File: src/rtl/cpc_pkg.sv
`timescale 1ns/1ps
package cpc_pkg;
  localparam int WIDE_W   = 10;
  localparam int NARROW_W = 5;
  localparam int CODE_W   = 8;
  localparam int IMAGE_W  = 3 * WIDE_W + 2 * NARROW_W;

  localparam logic [CODE_W-1:0] OP_LVL = 8'h08;
  localparam logic [CODE_W-1:0] OP_OFS = 8'h0E;
  localparam logic [CODE_W-1:0] OP_DIV = 8'h01;
  localparam logic [CODE_W-1:0] OP_PRE = 8'h02;
  localparam logic [CODE_W-1:0] OP_ADR = 8'h0D;

  typedef struct packed {
    logic [WIDE_W-1:0]   lvl;
    logic [WIDE_W-1:0]   div;
    logic [WIDE_W-1:0]   pre;
    logic [NARROW_W-1:0] ofs;
    logic [NARROW_W-1:0] adr;
  } image_t;

  typedef enum logic [2:0] {
    PH_LOAD, PH_FILL, PH_IDLE, PH_ISSUE, PH_WAIT
  } phase_e;
endpackage

File: src/rtl/cpc_regfile.sv
`timescale 1ns/1ps
module cpc_regfile
  import cpc_pkg::*;
(
  input  logic                clk,
  input  logic                rst,
  input  logic                wr_en,
  input  logic [CODE_W-1:0]   wr_code,
  input  logic [WIDE_W-1:0]   wr_data,
  input  logic                load_en,
  input  image_t              load_img,
  output image_t              regs_q
);
  always_ff @(posedge clk) begin
    if (rst) begin
      regs_q <= '0;
    end else if (load_en) begin
      regs_q <= load_img;
    end else if (wr_en) begin
      case (wr_code)
        OP_LVL:  regs_q.lvl <= wr_data;
        OP_DIV:  regs_q.div <= wr_data;
        OP_PRE:  regs_q.pre <= wr_data;
        OP_OFS:  regs_q.ofs <= wr_data[NARROW_W-1:0];
        OP_ADR:  regs_q.adr <= wr_data[NARROW_W-1:0];
        default: regs_q <= regs_q;
      endcase
    end
  end
endmodule

File: src/rtl/cpc_policy.sv
`timescale 1ns/1ps
module cpc_policy
  import cpc_pkg::*;
#(
  parameter int LATENCY       = 4,
  parameter int RELOAD_CYCLES = 3
) (
  input  logic   clk,
  input  logic   rst,
  input  logic   auto_trig,
  input  logic   persist_req,
  input  image_t regs,
  output logic   busy,
  output logic   store_we,
  output image_t snap,
  output logic   load_en
);
  localparam int CNT_MAX = (LATENCY > RELOAD_CYCLES) ? LATENCY : RELOAD_CYCLES;
  localparam int CNT_W   = $clog2(CNT_MAX + 1);

  phase_e           phase;
  logic [CNT_W-1:0] cnt;
  logic             pending;
  logic             pend_any;

  always_comb pend_any = pending | persist_req;

  always_ff @(posedge clk) begin
    if (rst) begin
      phase    <= PH_LOAD;
      cnt      <= CNT_W'(RELOAD_CYCLES - 1);
      busy     <= 1'b1;
      store_we <= 1'b0;
      load_en  <= 1'b0;
      pending  <= 1'b0;
      snap     <= '0;
    end else begin
      store_we <= 1'b0;
      load_en  <= 1'b0;
      case (phase)
        PH_LOAD: begin
          pending <= pend_any;
          if (cnt == '0) begin
            phase   <= PH_FILL;
            load_en <= 1'b1;
          end else begin
            cnt <= cnt - 1'b1;
          end
        end
        PH_FILL: begin
          if (pend_any) begin
            phase   <= PH_ISSUE;
            pending <= 1'b0;
          end else begin
            phase <= PH_IDLE;
            busy  <= 1'b0;
          end
        end
        PH_IDLE: begin
          if (auto_trig || persist_req) begin
            phase <= PH_ISSUE;
            busy  <= 1'b1;
          end
        end
        PH_ISSUE: begin
          store_we <= 1'b1;
          snap     <= regs;
          cnt      <= CNT_W'(LATENCY - 1);
          pending  <= pend_any;
          phase    <= PH_WAIT;
        end
        PH_WAIT: begin
          if (cnt == '0) begin
            if (pend_any) begin
              phase   <= PH_ISSUE;
              pending <= 1'b0;
            end else begin
              phase <= PH_IDLE;
              busy  <= 1'b0;
            end
          end else begin
            cnt     <= cnt - 1'b1;
            pending <= pend_any;
          end
        end
        default: begin
          phase <= PH_IDLE;
          busy  <= 1'b0;
        end
      endcase
    end
  end
endmodule

File: src/rtl/cpc_nvstore.sv
`timescale 1ns/1ps
module cpc_nvstore
  import cpc_pkg::*;
#(
  parameter logic [IMAGE_W-1:0] INIT_IMAGE = '0
) (
  input  logic   clk,
  input  logic   we,
  input  image_t din,
  output image_t dout
);
  image_t cells = image_t'(INIT_IMAGE);

  always_ff @(posedge clk) begin
    if (we) cells <= din;
  end

  always_comb dout = cells;
endmodule

File: src/rtl/cfg_persist_ctrl.sv
`timescale 1ns/1ps
module cfg_persist_ctrl
  import cpc_pkg::*;
#(
  parameter int LATENCY       = 4,
  parameter int RELOAD_CYCLES = 3,
  parameter logic [IMAGE_W-1:0] INIT_IMAGE =
    {10'h155, 10'h02A, 10'h3C3, 5'h11, 5'h06}
) (
  input  logic                clk,
  input  logic                rst,
  input  logic                cmd_done,
  input  logic                cmd_rd,
  input  logic [CODE_W-1:0]   cmd_code,
  input  logic [WIDE_W-1:0]   cmd_data,
  input  logic                wc_mode,
  input  logic                persist_req,
  output logic                busy,
  output logic                store_we,
  output logic [IMAGE_W-1:0]  snap_bus,
  output logic [WIDE_W-1:0]   lvl_q,
  output logic [WIDE_W-1:0]   div_q,
  output logic [WIDE_W-1:0]   pre_q,
  output logic [NARROW_W-1:0] ofs_q,
  output logic [NARROW_W-1:0] adr_q
);
  image_t work_img;
  image_t stored_img;
  image_t snap_img;
  logic   load_en;
  logic   writable;
  logic   wr_en;
  logic   auto_trig;

  always_comb begin
    case (cmd_code)
      OP_LVL, OP_DIV, OP_PRE, OP_OFS, OP_ADR: writable = 1'b1;
      default:                                writable = 1'b0;
    endcase
    wr_en     = cmd_done & ~cmd_rd & ~busy & writable;
    auto_trig = wr_en & (~wc_mode | (cmd_code == OP_ADR));
  end

  cpc_regfile u_regs (
    .clk      (clk),
    .rst      (rst),
    .wr_en    (wr_en),
    .wr_code  (cmd_code),
    .wr_data  (cmd_data),
    .load_en  (load_en),
    .load_img (stored_img),
    .regs_q   (work_img)
  );

  cpc_policy #(
    .LATENCY       (LATENCY),
    .RELOAD_CYCLES (RELOAD_CYCLES)
  ) u_policy (
    .clk         (clk),
    .rst         (rst),
    .auto_trig   (auto_trig),
    .persist_req (persist_req),
    .regs        (work_img),
    .busy        (busy),
    .store_we    (store_we),
    .snap        (snap_img),
    .load_en     (load_en)
  );

  cpc_nvstore #(
    .INIT_IMAGE (INIT_IMAGE)
  ) u_store (
    .clk  (clk),
    .we   (store_we),
    .din  (snap_img),
    .dout (stored_img)
  );

  always_comb begin
    snap_bus = snap_img;
    lvl_q    = work_img.lvl;
    div_q    = work_img.div;
    pre_q    = work_img.pre;
    ofs_q    = work_img.ofs;
    adr_q    = work_img.adr;
  end
endmodule

File: config.mk
export PLATFORM = sky130hd
export DESIGN_NAME = cfg_persist_ctrl
export DESIGN_NICKNAME = d
export VERILOG_FILES = /design/src/rtl/cpc_pkg.sv /design/src/rtl/cpc_regfile.sv /design/src/rtl/cpc_policy.sv /design/src/rtl/cpc_nvstore.sv /design/src/rtl/cfg_persist_ctrl.sv
export SDC_FILE = /design/constraint.sdc
export NUM_CORES = 1
export LEC_CHECK = 0
export CELL_PAD_IN_SITES_DETAIL_PLACEMENT = 0
export CELL_PAD_IN_SITES_GLOBAL_PLACEMENT = 1
export CORE_ASPECT_RATIO = 0.75
export CORE_MARGIN = 2
export CORE_UTILIZATION = 35
export DETAILED_ROUTE_END_ITERATION = 8
export PLACE_DENSITY = 0.86
export SETUP_SLACK_MARGIN = 0.2
export SYNTH_ARGS = -nofsm -noshare
export SYNTH_HDL_FRONTEND = slang
export SYNTH_SLANG_ARGS = --single-unit
File: constraint.sdc
create_clock -name clk -period 1.4 [get_ports clk]
set_input_delay 0.21 -clock clk [delete_from_list [all_inputs] [get_ports clk]]
set_output_delay 0.21 -clock clk [all_outputs]
set_load 0.01 [all_outputs]
==> Yosys cells after proc, flatten, opt, wreduce, memory -nomap -nowiden <==
Index checks and enable logic that the tools add are counted.
{ "totals": {"register_bits": 130, "latchBits": 0, "ramBits": 0, "rom_bits": 0, "input_bits": 24, "output_inout_bits": 82, "word_cells": 93, "memories": 0} }
{ "op_classes": {"add_sub_neg": 1, "n_mul": 0, "div": 0, "magnitude_cmp": 0, "eq_ne": 13, "n_shift": 0, "mux": 24, "bitwise_logic": 11, "n_reduce_logical": 23} }
{ "op_table": {"columns": ["cell", "count"], "rows": [
  ["$mux W40", 2],
  ["$mux W10", 3],
  ["$eq A8 B4 Y1 const B", 3],
  ["$pmux W3 S5", 1],
  ["$reduce_bool A2 Y1", 7],
  ["$mux W3", 4],
  ["$reduce_and A2 Y1", 6],
  ["$mux W5", 2],
  ["$mux W1", 9],
  ["$eq A8 B1 Y1 const B", 1],
  ["$eq A8 B2 Y1 const B", 1],
  ["$eq A3 B2 Y1 const B", 2],
  ["$logic_not A3 Y1", 2],
  ["$ne A2 B1 Y1 const B", 3],
  ["$pmux W3 S2", 1],
  ["$reduce_and A3 Y1", 2],
  ["$reduce_or A2 Y1", 3],
  ["$not A1 Y1", 5],
  ["$reduce_or A5 Y1", 1],
  ["$and A1 B1 Y1", 4],
  ["$pmux W1 S4", 1],
  ["$eq A3 B1 Y1 const B", 1],
  ["$eq A3 B3 Y1 const B", 1],
  ["$pmux W1 S3", 1],
  ["other kinds (5)", 6]
]} }

==> Longest topological paths before layout <==
{ "logic_depth": {"word_depth": 8, "mapped_depth": 6} }

==> Modules after synthesis <==
A second synthesis with hierarchy kept.
{ "hier_totals": {"hier_cells": 496, "area_unflattened_um2": 5018.6} }
{ "modules_own_cells": {"columns": ["mod", "instances", "cells_each", "area_per_inst_um2", "seq_area_each_um2"], "rows": [
  ["cpc_policy", 1, 232, 1888.1, 1001.0],
  ["cpc_regfile", 1, 214, 1851.8, 800.8],
  ["cpc_nvstore", 1, 40, 1201.2, 1201.2],
  ["cfg_persist_ctrl", 1, 10, 77.6, 0.0]
]} }

==> Worst setup path after synthesis <==
No wires, ideal clock.
{ "synth_path": {"kind": "register -> register", "startpoint": "reg u_policy.store_we", "endpoint": "reg u_store.cells, in the netlist u_store.dout[0] (enable)", "setup_time_ps": 403, "t_arrival_ps": 1207, "required_time_ps": 997, "slack_ps": -211, "path_stages_with_launch": 1, "path_buffers": 0, "path_cell_list": "dfxtp_1"} }
{ "synth_rtl": {"columns": ["item", "line", "rtl"], "rows": [
  ["start: declaration", "cpc_policy.sv:14", "output logic store_we,"],
  ["start signal: assignment", "cpc_policy.sv:33", "store_we <= 1'b0;"],
  ["start signal: assignment", "cpc_policy.sv:38", "store_we <= 1'b0;"],
  ["start signal: assignment", "cpc_policy.sv:66", "store_we <= 1'b1;"],
  ["end signal: assignment", "cpc_nvstore.sv:15", "if (we) cells <= din;"],
  ["end: declaration", "cpc_nvstore.sv:12", "image_t cells = image_t'(INIT_IMAGE);"]
]} }
No word-level cell between the ends.

==> Final worst setup path <==
{ "layout_path": {"startpoint": "reg u_policy.busy", "endpoint": "reg u_regs.regs_q[6] (netlist bit)"} }
{ "layout_via": {"elab_chain_len": 5} }
{ "layout_lines": {"columns": ["item", "line", "rtl"], "rows": [
  ["start: declaration", "cpc_policy.sv:13", "output logic busy,"],
  ["start signal: assignment", "cpc_policy.sv:32", "busy <= 1'b1;"],
  ["start signal: assignment", "cpc_policy.sv:56", "busy <= 1'b0;"],
  ["start signal: assignment", "cpc_policy.sv:62", "busy <= 1'b1;"],
  ["$not A1 Y1", "cfg_persist_ctrl.sv:40", "wr_en = cmd_done & ~cmd_rd & ~busy & writable;"],
  ["$and A1 B1 Y1 (2 in series)", "cfg_persist_ctrl.sv:40", null],
  ["$reduce_bool A2 Y1 (no source line)", null, null],
  ["$reduce_and A2 Y1 (no source line)", null, null],
  ["end signal: assignment", "cpc_regfile.sv:18", "regs_q <= load_img;"],
  ["end signal: assignment", "cpc_regfile.sv:26", "default: regs_q <= regs_q;"],
  ["end: declaration", "cpc_regfile.sv:12", "output image_t regs_q"]
]} }
Every way passes these cells.
A chain may end at the register's enable or synchronous reset.

==> run metrics <==
post-detailed-route count of antenna-violating nets 0; Setup crit end kind flop; CTS buffer count 17; fin worst setup slack -194 ps; I/O Pins about 110; CP Data Arrival Time approximately 1900 ps; Clk Latency, worst-skew pair 410 ps; TritonCTS clock tree yes; critical path peak fanout 5; Layout Area Growth over Synthesis 62.9%; setup TNS -3540 ps; Fin Clk Skew slightly below 6 ps; failing checks setup timing; Longest Clk Path Bufs 2; PwrDens 1390 mW/mm²; largest family of logic cells by synthesized area simple AND/OR/NAND/NOR gates; Non-Filler Instances 848; clock-pin slew on the worst setup and hold paths roughly 60 ps; initial core utilization 0.361; unrepaired setup endpoints after global routing yes; initial antenna violation count 0; GRT Total Usage 0.214; Iter 0 DRT Violations 334; Max Slew Vio Count 0; Post-Synth Adder-Cell Area 0.00704; global route overflow 0; vias in the first global route 4403; top-area cell type share of the netlist area 0.362; Fin. Hold Viols 0; Core Rows 37; crit path launch type flop; Async S/R FF share, synth 0; unique cell type count in the Yosys netlist 44; worst rel slew slack 0.667; xor/xnor share of the synthesized area 0.00528; Layout Nets roughly 700; cell taking the most area after synthesis dfxtp_1; Clock Sink Count 130; Root Buffer Master clkbuf_16; ranking of synthesized cells by area dfxtp_1, edfxtp_1, nand2_1; DIE HEIGHT about 110 µm; Placed Cells incl. Taps roughly 760; largest net degree at the start of global routing 42; post-synth net total roughly 500; Max Freq ~630 MHz; Syn Inst Count 477; Die Width 142 µm; setup violators final between 40 and 50; Hold Path Class in -> reg; RD Place Congestion roughly 0.84; first-pass GRT wire length ~24000 µm; Max VDD drop about 0.001 V; Final period util 1.14; post-synthesis mux area share 0.0624; Pleak approximately 3.7 nW; via density per instance around 5.3; Mean Syn Cell Area about 10 µm²; FILL cells ~1100; flops & latches, synth 130; Routed wire per std cell ~20 µm; core area ~0.014 mm²; post-synthesis compound-gate area fraction 0.132; die footprint approximately 0.015 mm²; DRT Wirelength 17100 µm; # diodes 0; sequential-to-total area share from yosys stat 0.604; yosys warns 0; buffers added on ports 105; status complete, but fails checks; Max-Cap Viols 0; Synth Flop Type dfxtp_1; share of cells above drive strength 1 0.603; Post-Synth Simple-Gate Area 0.153; Final Critical Period 1590 ps; hold buffers post-CTS 0; DRT Pass-1 Iters 7; Util after Layout 0.587; H-tree level count 4; mapped cell area approximately 0.0050 mm²; Hold WS 256 ps; number of enable flip-flop cells after synthesis 40; via count between 4000 and 5000; Slew @ Worst Pin around 490 ps; DRC viols 0; CP required 1710 ps; Setup CP Type reg -> reg; hpwl dp 9300 µm
## placed cells by master, fill, tap and decap left out, types with 14 or more instances in the layout
master	count
nand2_2	20
buf_4	56
nand2_4	36
clkbuf_16	22
mux2i_1	31
clkdlybuf4s50_1	20
dfxtp_2	72
a21oi_1	14
a211oi_1	25
nor2_1	45
edfxtp_1	40
buf_6	16
buf_2	74
nand2_1	29
a21oi_2	30
## synthesized netlist by cell type, types with 2 or more instances
master	number
dfxtp_1	90
nand2_1	85
nor2_1	45
a21oi_1	44
edfxtp_1	40
a211oi_1	31
mux2i_1	31
clkbuf_1	28
nor3_1	20
inv_1	11
a2111oi_2	6
a2111oi_1	4
buf_2	4
nand4_1	3
ha_1	2
nor2b_1	2
nor3b_2	2
o21a_1	2
xnor2_1	2
## sequential cells by signal (all words and copies together) (netlist names)
signal	count
u_policy.busy	1
u_policy.snap	40
u_policy.phase	3
u_policy.cnt	3
u_policy.store_we	1
u_policy.pending	1
u_regs.regs_q	40
u_policy.load_en	1
u_store.dout	40
## path summary, 6_finish.rpt
check	startpoint	end	slack, ps	cells after the start
worst max-delay path	u_policy.busy	u_regs.regs_q[6]	-190	6
worst min register to register	u_policy.snap[30]	u_store.dout[30]	440	0
worst min-delay path	rst	u_policy.phase[2]	260	2
worst max register to register	u_policy.busy	u_regs.regs_q[6]	-190	6
## metrics by stage
| step | area [µm²] | worst slack [ps] | total power [mW] |
|---|---|---|---|
| finish | 8100 | -194 | 11.3 |
| global route | 8100 | -252 | 11.7 |
| CTS | 7680 | -195 | 11.1 |
| detailed placement | 6520 | -701 | 6.75 |
| global placement | 6520 | -584 | 6.65 |
| floorplan | 5060 | -65.4 | 5.64 |
## cell type report
cell class | count | area (µm²) | area share
Timing Repair Buffer | 200 | 1820 | 0.225
Multi-Input combinational cell | 302 | 2370 | 0.292
Sequential cell | 130 | 3120 | 0.385
Clock inverter | 7 | 60.1 | 0.00741
Tap cell | 175 | 219 | 0.0270
Clock buffer | 23 | 468 | 0.0578
Inverter | 11 | 43.8 | 0.00540
## kinds of logic (layout without fill, tap and decap cells)
logic type / count (synthesis) / in the layout
xor+xnor: 3 / 3
mux: 31 / 31
flops: 130 / 130
fa+ha+maj: 3 / 3
buf+inv: 45 / 241
compound gates: 94 / 94
simple gates: 171 / 171
## critical path, cell delays in order (launching register included)
cell	delay (ps)
dfxtp_4	350
nor3b_4	270
buf_4	170
nand4_1	140
buf_6	170
mux2i_1	130
a211oi_1	250
## routing by layer
layer,part of all wire,vias to the layer above,track usage
li1,-,2072,-
met1,0.44,2169,0.289
met2,0.46,208,0.342
met3,0.077,41,0.0536
met4,0.025,0,0.0614
met5,0,-,0
## what timing repair did
item / in CTS / in global routing
setup endpoints to repair: 170 / 120
setup buffers: 34 / 13
pin swaps: 54 / 44
resized for setup: 470 / 117
gates cloned: 7 / 5
## power by group
part | leakage, nW | switching [mW] | total (mW) | internal, mW
sequential | 1.14 | 0.351 | 4.63 | 4.28
combinational | 2.26 | 1.34 | 2.61 | 1.27
clock | 0.266 | 1.54 | 4.03 | 2.49
Note: power is estimated with default switching activity, not from simulation.
